===== config.mk =====
export PLATFORM = sky130hd
export DESIGN_NAME = irq_priority_resolver
export DESIGN_NICKNAME = d
export VERILOG_FILES = /design/src/rtl/prio_pkg.sv /design/src/rtl/prio_control.sv /design/src/rtl/prio_datapath.sv /design/src/rtl/irq_priority_resolver.sv
export SDC_FILE = /design/constraint.sdc
export NUM_CORES = 1
export LEC_CHECK = 0
export BUFFER_PORTS_ARGS = -buffer_cell sky130_fd_sc_hd__buf_2
export CAP_MARGIN = 25
export CORE_MARGIN = 4
export CORE_UTILIZATION = 49
export DETAILED_ROUTE_END_ITERATION = 12
export PLACE_DENSITY = 0.79
export SLEW_MARGIN = 20
export SYNTH_ARGS = -nofsm -noshare
export SYNTH_HDL_FRONTEND = slang
export SYNTH_SLANG_ARGS = --single-unit

===== constraint.sdc =====
create_clock -name clk -period 41 [get_ports clk]
set_clock_uncertainty 0.05 [all_clocks]
set_input_delay 2.05 -clock clk [delete_from_list [all_inputs] [get_ports clk]]
set_output_delay 2.05 -clock clk [all_outputs]
set_load 0.03 [all_outputs]

===== src/rtl/prio_pkg.sv =====
package prio_pkg;
  localparam int SPECIAL_COUNT = 8;
  localparam int SP_RESET      = 0;
  localparam int SP_HIGH_LAST  = 5;  // bits 0..5 outrank maskable sources
  localparam int SP_SSTEP      = 6;
  localparam int SP_AMATCH     = 7;

  typedef struct packed {
    logic loadGrant;   // register the current winner
    logic clearPend;   // drop the winner's pending bit
  } prioStrobe_t;
endpackage


===== src/rtl/prio_control.sv =====
module prio_control
  import prio_pkg::*;
(
  input  logic        clk,
  input  logic        rstN,
  input  logic        boundary,
  input  logic        winValid,
  output prioStrobe_t strobe,
  output logic        grantValid
);
  logic takeNow;

  always_comb begin
    takeNow          = boundary & winValid;
    strobe.loadGrant = takeNow;
    strobe.clearPend = takeNow;
  end

  always_ff @(posedge clk) begin
    if (!rstN) grantValid <= 1'b0;
    else       grantValid <= takeNow;
  end

  AST_GRANT_AFTER_BOUNDARY: assert property (@(posedge clk) disable iff (!rstN)
    grantValid |-> $past(boundary));
endmodule


===== src/rtl/prio_datapath.sv =====
module prio_datapath
  import prio_pkg::*;
#(
  parameter int NUM_PERIPH = 16,
  parameter int LVL_W      = 3,
  parameter int IDX_W      = $clog2(SPECIAL_COUNT + NUM_PERIPH)
) (
  input  logic                        clk,
  input  logic                        rstN,
  input  logic [SPECIAL_COUNT-1:0]    specialReq,
  input  logic [NUM_PERIPH-1:0]       periphReq,
  input  logic [NUM_PERIPH*LVL_W-1:0] periphLevel,
  input  logic                        intEnable,
  input  logic [LVL_W-1:0]            cpuLevel,
  input  prioStrobe_t                 strobe,
  output logic                        winValid,
  output logic [IDX_W-1:0]            grantIdx,
  output logic [LVL_W-1:0]            grantLevel
);
  localparam int TOTAL = SPECIAL_COUNT + NUM_PERIPH;

  logic [TOTAL-1:0]      pendAll;
  logic [TOTAL-1:0]      reqAll;
  logic [TOTAL-1:0]      winMask;
  logic [NUM_PERIPH-1:0] eligible;
  logic [LVL_W-1:0]      lvlOf [NUM_PERIPH];
  logic [IDX_W-1:0]      winIdx;
  logic [LVL_W-1:0]      winLevel;

  logic                  bestFound;
  logic [IDX_W-1:0]      bestIdx;
  logic [LVL_W-1:0]      bestLvl;
  logic                  highFound;
  logic [IDX_W-1:0]      highIdx;

  assign reqAll = {periphReq, specialReq};

  // per-source eligibility
  for (genvar k = 0; k < NUM_PERIPH; k++) begin : g_elig
    assign lvlOf[k]    = periphLevel[k*LVL_W +: LVL_W];
    assign eligible[k] = pendAll[SPECIAL_COUNT+k] & intEnable & (lvlOf[k] > cpuLevel);
  end

  // maskable group: highest level, lowest index on ties
  always_comb begin
    bestFound = 1'b0;
    bestIdx   = '0;
    bestLvl   = '0;
    for (int k = 0; k < NUM_PERIPH; k++) begin
      if (eligible[k] && (!bestFound || lvlOf[k] > bestLvl)) begin
        bestFound = 1'b1;
        bestIdx   = IDX_W'(SPECIAL_COUNT + k);
        bestLvl   = lvlOf[k];
      end
    end
  end

  // upper special group: lowest bit wins
  always_comb begin
    highFound = 1'b0;
    highIdx   = '0;
    for (int i = SP_HIGH_LAST; i >= 0; i--) begin
      if (pendAll[i]) begin
        highFound = 1'b1;
        highIdx   = IDX_W'(i);
      end
    end
  end

  // final ranking across the three groups
  always_comb begin
    winValid = 1'b1;
    winIdx   = '0;
    winLevel = '0;
    if (highFound) begin
      winIdx = highIdx;
    end else if (bestFound) begin
      winIdx   = bestIdx;
      winLevel = bestLvl;
    end else if (pendAll[SP_SSTEP]) begin
      winIdx = IDX_W'(SP_SSTEP);
    end else if (pendAll[SP_AMATCH]) begin
      winIdx = IDX_W'(SP_AMATCH);
    end else begin
      winValid = 1'b0;
    end
  end

  always_comb begin
    winMask = '0;
    if (strobe.clearPend) winMask[winIdx] = 1'b1;
  end

  always_ff @(posedge clk) begin
    if (!rstN) pendAll <= '0;
    else       pendAll <= (pendAll & ~winMask) | reqAll;
  end

  always_ff @(posedge clk) begin
    if (!rstN) begin
      grantIdx   <= '0;
      grantLevel <= '0;
    end else if (strobe.loadGrant) begin
      grantIdx   <= winIdx;
      grantLevel <= winLevel;
    end
  end

  AST_RESET_WINS: assert property (@(posedge clk) disable iff (!rstN)
    (strobe.loadGrant && pendAll[SP_RESET]) |=> (grantIdx == IDX_W'(SP_RESET)));

  AST_PEND_CLEARED: assert property (@(posedge clk) disable iff (!rstN)
    (strobe.clearPend && !reqAll[winIdx]) |=> !pendAll[$past(winIdx)]);

  AST_MASKABLE_ABOVE_CPU: assert property (@(posedge clk) disable iff (!rstN)
    (strobe.loadGrant && winIdx >= IDX_W'(SPECIAL_COUNT))
      |=> ((grantLevel > $past(cpuLevel)) && $past(intEnable)));

  AST_LOAD_NEEDS_WINNER: assert property (@(posedge clk) disable iff (!rstN)
    strobe.loadGrant |-> (pendAll != '0));
endmodule


===== src/rtl/irq_priority_resolver.sv =====
module irq_priority_resolver
  import prio_pkg::*;
#(
  parameter int NUM_PERIPH = 16,
  parameter int LVL_W      = 3,
  localparam int IDX_W     = $clog2(SPECIAL_COUNT + NUM_PERIPH)
) (
  input  logic                        clk,
  input  logic                        rstN,
  input  logic [SPECIAL_COUNT-1:0]    specialReq,
  input  logic [NUM_PERIPH-1:0]       periphReq,
  input  logic [NUM_PERIPH*LVL_W-1:0] periphLevel,
  input  logic                        intEnable,
  input  logic [LVL_W-1:0]            cpuLevel,
  input  logic                        boundary,
  input  logic                        swReqIn,
  output logic                        grantValid,
  output logic [IDX_W-1:0]            grantIdx,
  output logic [LVL_W-1:0]            grantLevel,
  output logic                        swReqOut
);
  prioStrobe_t strobe;
  logic        winValid;

  assign swReqOut = swReqIn;  // software requests skip arbitration

  prio_control u_ctrl (
    .clk       (clk),
    .rstN      (rstN),
    .boundary  (boundary),
    .winValid  (winValid),
    .strobe    (strobe),
    .grantValid(grantValid)
  );

  prio_datapath #(
    .NUM_PERIPH(NUM_PERIPH),
    .LVL_W     (LVL_W),
    .IDX_W     (IDX_W)
  ) u_dp (
    .clk        (clk),
    .rstN       (rstN),
    .specialReq (specialReq),
    .periphReq  (periphReq),
    .periphLevel(periphLevel),
    .intEnable  (intEnable),
    .cpuLevel   (cpuLevel),
    .strobe     (strobe),
    .winValid   (winValid),
    .grantIdx   (grantIdx),
    .grantLevel (grantLevel)
  );
endmodule


==> results of run 1 <==
==> cells in the mapped netlist (all sizes together), types with 7 or more instances <==
cell and number:
o211ai 7, a22oi 7, nand2 45, dfxtp 33, nand3 31, nor2b 24, and2 10, o21ai 55
a31oi 30, a21oi 38, ha 87, o21a 15, a21o 8, inv 70, nor2 52
==> cells by family (layout without fill, tap and decap cells) <==
kind of cell	after synthesis	in the layout	synth area share [%]
AO/OA/AOI/OAI	222	222	33.99
buffers and inverters	78	167	6.536
flip-flops	33	33	14.32
multiplexers	9	9	2.115
AND/OR/NAND/NOR	186	186	19.20
adder cells (fa/ha/maj)	88	88	23.84
==> power breakdown <==
group          switching (mW)  internal [mW]
clock network          0.0122         0.0198
registers             0.00168         0.0343
logic                  0.0477         0.0321
total                  0.0616         0.0862
==> worst paths after layout <==
kind | end | cells past startpoint | slack, ns
worst max-delay path | u_dp.pendAll[4]$_SDFF_PN0_ | 124 | 14.82
worst min-delay path | u_dp.grantLevel[2]$_SDFFE_PN0P_ | 2 | 0.42
worst max register to register | u_dp.pendAll[4]$_SDFF_PN0_ | 119 | 17.00
worst min register to register | u_dp.grantLevel[2]$_SDFFE_PN0P_ | 2 | 0.42
==> routing by layer <==
layer  GRT usage [%]  part of all wire, %  wire length (um)
met1           30.21                   42              5878
met2           45.55                   50              6933
met3           3.830                  6.0               844
met4           7.216                  2.3               320
met5               0                    0                 0
==> tightest hold or removal path: stages, from the launching register on <==
cell and delay (ns):
dfxtp_1 0.31, nand3_1 0.06, o21ai_1 0.06
==> final cells by class <==
class                           instances  area share (%)
Sequential cell                        33           12.51
Inverter                               70           4.976
Multi-Input combinational cell        505           69.15
Clock inverter                          1          0.5687
Timing Repair Buffer                   89           8.531
Tap cell                              111           2.630
Clock buffer                            7           1.635
==> metrics by stage <==
step / instance area (um2) / setup WS (ns) / hold slack, ns
CTS: 5280 / 15.20 / 0.4298
finish: 5280 / 14.82 / 0.4243
global route: 5280 / 12.71 / 0.4423
global placement: 5164 / 15.89 / 0.4010
floorplan: 4613 / 18.26 / 0.4617
detailed placement: 5164 / 14.94 / 0.4160
==> registers in the layout, summed over array words and instances (netlist names) <==
signal and count:
u_dp.grantLevel 3, u_dp.pendAll 24, u_dp.grantIdx 5, u_ctrl.grantValid 1
==> results.yml, run 1 <==
final_layout:
  nNetsFinal: 871
  diodes: 0
  instances_no_fill: 816
  syn_to_final_growth_pct: 14.46
  multi_input_area_um2: 3651
  drive_gt1_share_pct: 17.45
  mostFrequentLayoutCells: "87 x ha_1, 87 x buf_2, 70 x inv_1, 51 x nor2_1, 45 x nand2_1"
  final_core_util_pct: 57.42
  register_area_um2: 660.6
  fill_cells: 866
floorplanning:
  placement_rows: 35
  io_pins: 90
  die_x_um: 105.0
  initial_core_util_pct: 50.16
  core_um2: 9196
  die_area_um2: 11030
  die_h_um: 105.0
setup_path:
  crit_start: "cpuLevel[1]"
  critPathLaunchType: "primary input"
  timing.rr.start: "u_dp.pendAll[8]$_SDFF_PN0_"
  setup.worst_path.end_class: "flop"
  worst_path_most_repeated_cell: "ha_1"
  path_class: "primary input to flop"
  max_stage_delay_ns: 0.50
  cp.required_ns: 41.10
  critPathBufInv: 8
  slowest_stage: "a222oi_1"
  worstPathMaxFanout: 16
  crit_arrival_ns: 26.28
  path_delay_family: "compound AO/OA/AOI/OAI gates"
grt:
  grt_pass1_vias: 5041
  grt_pass1_wl_mm: 23.30
  antenna_found_initial: 0
  overflow: 0
  grt_use_total_pct: 25.04
  grt_max_degree: 30
pwr:
  total_power_mw: 0.1478
  power.density_nw_per_um2: 27.99
  peakVddDrop_mv: 0.01625
  leakage_nw: 2.551
sta:
  finalHoldViolCount: 0
  tightest_slew_ns: 0.6971
  min_period_ns: 26.18
  drv_slew: 0
  setup_viol_count_final: 0
  rsz0062_at_grt: "no"
  maxSlewHeadroom_pct: 53.22
  max_clock_freq_mhz: 38.20
  period_share_pct: 63.86
  setup_tns_ns: 0
logic_synthesis:
  synth_top_area_share_pct: 23.60
  synthArstFlopShare_pct: 0
  synthCells: 616
  synth_ff_type: "dfxtp_1"
  synth_area_leaders: "ha_1 24%, dfxtp_1 14%, inv_1 5.7%"
  synth_edf_count: 0
  synth_cell_types: 72
  seq_area_frac_synth_pct: 14.32
  yosysWarnings: 0
  syn_area_per_cell_um2: 7.489
  synth_top_area_cell: "ha_1"
  yosys_register_bits: 33
  syn-num-nets: 783
  netlist_area_um2: 4613
clock_tree:
  cts_hold_buf: 0
  cts_setup_buffers: 0
  htreeDepth: 2
  post_cts_resized: 0
  path_clk_slew_ns: 0.07
  cts_buffer_depth: 2
  cts-root-buf: "clkbuf_8"
  cts_made_buffers: 5
  clock_latency_ns: 0.29
  cts_tree: "yes"
  cts_sinks: 33
drt:
  vias: 5115
  via_per_inst: 6.268
  route.detailed.drc: 0
  dr.pass1.iters: 6
  drtAntennaViolNets: 0
  drtIter0Drc: 278
  wl_per_cell_um: 17.13
  wl_mm: 13.98
run_status:
  status: "complete, no violations"
placement:
  place_inst: 808
  routabilityCongestion: 0.9552
  hpwl_mm: 11.44
  port_buffers: 87
job:
  drv_cap: 0
hold_path:
  hp-class: "flop to flop"
  min-delay-start: "u_dp.grantLevel[2]$_SDFFE_PN0P_"
No activity file was read; power rests on OpenSTA's default activity.
==> run 2: changes to the inputs <==
PLACE_DENSITY = 0.82   (was 0.79)
clock period = 22.7 ns   (was 41 ns; I/O delays follow)
==> run 2 against run 1 <==
Net effect:
- power grew 110%
- clock power grew 41%
- die area is the same
- clock-buffer cell count shrank 2
- final cell count grew 7.5%
- worst setup slack lost 14 ns
- combinational power grew 150%
- via count grew 10%
==> results.yml, run 2 (synthesis gave the netlist of run 1 again) <==
sta:
  min_period_ns: 22.29
  finalHoldViolCount: 0
  setup_tns_ns: 0
  max_clock_freq_mhz: 44.85
  period_share_pct: 98.21
  tightest_slew_ns: 0.6848
  setup_viol_count_final: 0
  fin_hold_ws_ns: 0.4269
  finalWorstSetupSlack_ns: 0.4059
  drv_slew: 0
  maxSlewHeadroom_pct: 54.04
drt:
  drtIter0Drc: 480
  via_per_inst: 6.425
  wl_mm: 16.66
  dr.pass1.iters: 5
  route.detailed.drc: 0
  drtAntennaViolNets: 0
  wl_per_cell_um: 18.99
  vias: 5635
final_layout:
  final_core_util_pct: 66.63
  fill_cells: 717
  reg_top3: "u_dp.pendAll x24, u_dp.grantIdx x5, u_dp.grantLevel x3"
  mostFrequentLayoutCells: "87 x buf_2, 81 x ha_1, 70 x inv_1, 61 x buf_4, 46 x nor2_1"
  instances_no_fill: 877
  largest_reg_flops: 24
  syn_to_final_growth_pct: 32.82
  drive_gt1_share_pct: 32.64
  fin_area_um2: 6127
  diodes: 0
  final_common_cell: "buf_2"
  top_register: "u_dp.pendAll"
  nNetsFinal: 932
setup_path:
  worstPathMaxFanout: 7
  worst_path_most_repeated_cell: "ha_1"
  path_class: "primary input to flop"
  r2r-end: "u_dp.pendAll[15]$_SDFF_PN0_"
  slowest_stage: "a2111o_1"
  crit_arrival_ns: 22.42
  r2r_setup_slack_ns: 1.57
  critPathLaunchType: "primary input"
  cp.required_ns: 22.83
  r2r_cells: 122
  setup.worst_path.end_class: "flop"
  max_stage_delay_ns: 0.40
  timing.rr.start: "u_dp.pendAll[8]$_SDFF_PN0_"
pwr:
  leakage_nw: 2.873
  power.internal_mw: 0.1714
  peakVddDrop_mv: 0.04433
  power.density_nw_per_um2: 50.41
  p_sw_share_pct: 44.50
  total_power_mw: 0.3089
  pwr-share-comb_pct: 64.4
  seqPwrFrac_pct: 21.0
  p_sw_mw: 0.1375
  clkPwrFrac_pct: 14.6
placement:
  dpl-instance-area_um2: 5314
  routabilityCongestion: 0.9783
  place_inst: 828
  hpwl_mm: 11.93
  port_buffers: 87
  pre_cts_slack_ns: -0.8621
hold_path:
  hold_depth: 2
  hold_end: "u_dp.grantIdx[2]$_SDFFE_PN0P_"
  min-delay-start: "u_dp.grantIdx[2]$_SDFFE_PN0P_"
  hp-class: "flop to flop"
clock_tree:
  cts_made_buffers: 5
  htreeDepth: 2
  clock_latency_ns: 0.30
  cts-root-buf: "clkbuf_8"
  cts_hold_buf: 0
  cts_sinks: 33
  cts_buffer_depth: 2
  cts_tree: "yes"
  path_clk_slew_ns: 0.08
floorplanning:
  io_pins: 90
  placement_rows: 35
  initial_core_util_pct: 50.16
  core_um2: 9196
  die_area_um2: 11030
  die_x_um: 105.0
  die_h_um: 105.0
grt:
  grt_pass1_vias: 5302
  grt_max_degree: 30
  grt_pass1_wl_mm: 24.83
  antenna_found_initial: 0
  overflow: 0
  grt_use_total_pct: 26.88
job:
  drv_cap: 0
run_status:
  status: "complete, no violations"
run 2: power groups by stage:
stage / clock network, mW / registers, mW / logic [mW]
finish: 0.0450 / 0.0650 / 0.199
global route: 0.0467 / 0.0652 / 0.216
CTS: 0.0440 / 0.0647 / 0.155
detailed placement: 0 / 0.0659 / 0.148
global placement: 0 / 0.0658 / 0.139
floorplan: 0 / 0.0664 / 0.100
run 2: routing by layer:
| metal | global-route usage, % | share of wire, % | vias to the layer above |
|---|---|---|---|
| met5 | 0 | 0 | - |
| met4 | 10.87 | 3.4 | 0 |
| met3 | 3.027 | 7.8 | 57 |
| met2 | 47.48 | 50 | 313 |
| met1 | 33.02 | 39 | 2658 |
| li1 | - | - | 2607 |
run 2: what timing repair did:
action	CTS	global route
gates resized for setup	16	74
setup buffers	8	33
cloned	0	0
endpoints found under the setup margin	29	31
pin swaps	6	51
hold endpoints to repair	0	0
run 2: final cells by class:
cell class,count,area (um2),share of cell area (%)
Clock buffer,5,68.82,1.123
Clock inverter,3,17.52,0.2859
Multi-Input combinational cell,505,4063,66.31
Sequential cell,33,660.6,10.78
Tap cell,111,138.9,2.267
Timing Repair Buffer,150,915.9,14.95
Inverter,70,262.8,4.288
run 2: worst max-delay path: cells and delay by family:
family | cells | cell delay (ns)
adder cells (fa/ha/maj) | 17 | 4.71
AO/OA/AOI/OAI | 67 | 11.11
buffers and inverters | 7 | 0.64
AND/OR/NAND/NOR | 30 | 3.61
multiplexers | 4 | 1.20
run 2: how the worst max path moves through the flow:
| stage | to | start |
|---|---|---|
| 2_1_floorplan | u_dp.pendAll[11]$_SDFF_PN0_ | cpuLevel[1] |
| 3_3_place_gp | u_dp.pendAll[9]$_SDFF_PN0_ | cpuLevel[1] |
| 3_5_place_dp | u_dp.pendAll[9]$_SDFF_PN0_ | periphLevel[1] |
| 4_1_cts | u_dp.pendAll[23]$_SDFF_PN0_ | periphLevel[1] |
| 5_1_grt | u_dp.pendAll[9]$_SDFF_PN0_ | periphLevel[2] |
| 6_report | u_dp.pendAll[15]$_SDFF_PN0_ | periphLevel[1] |
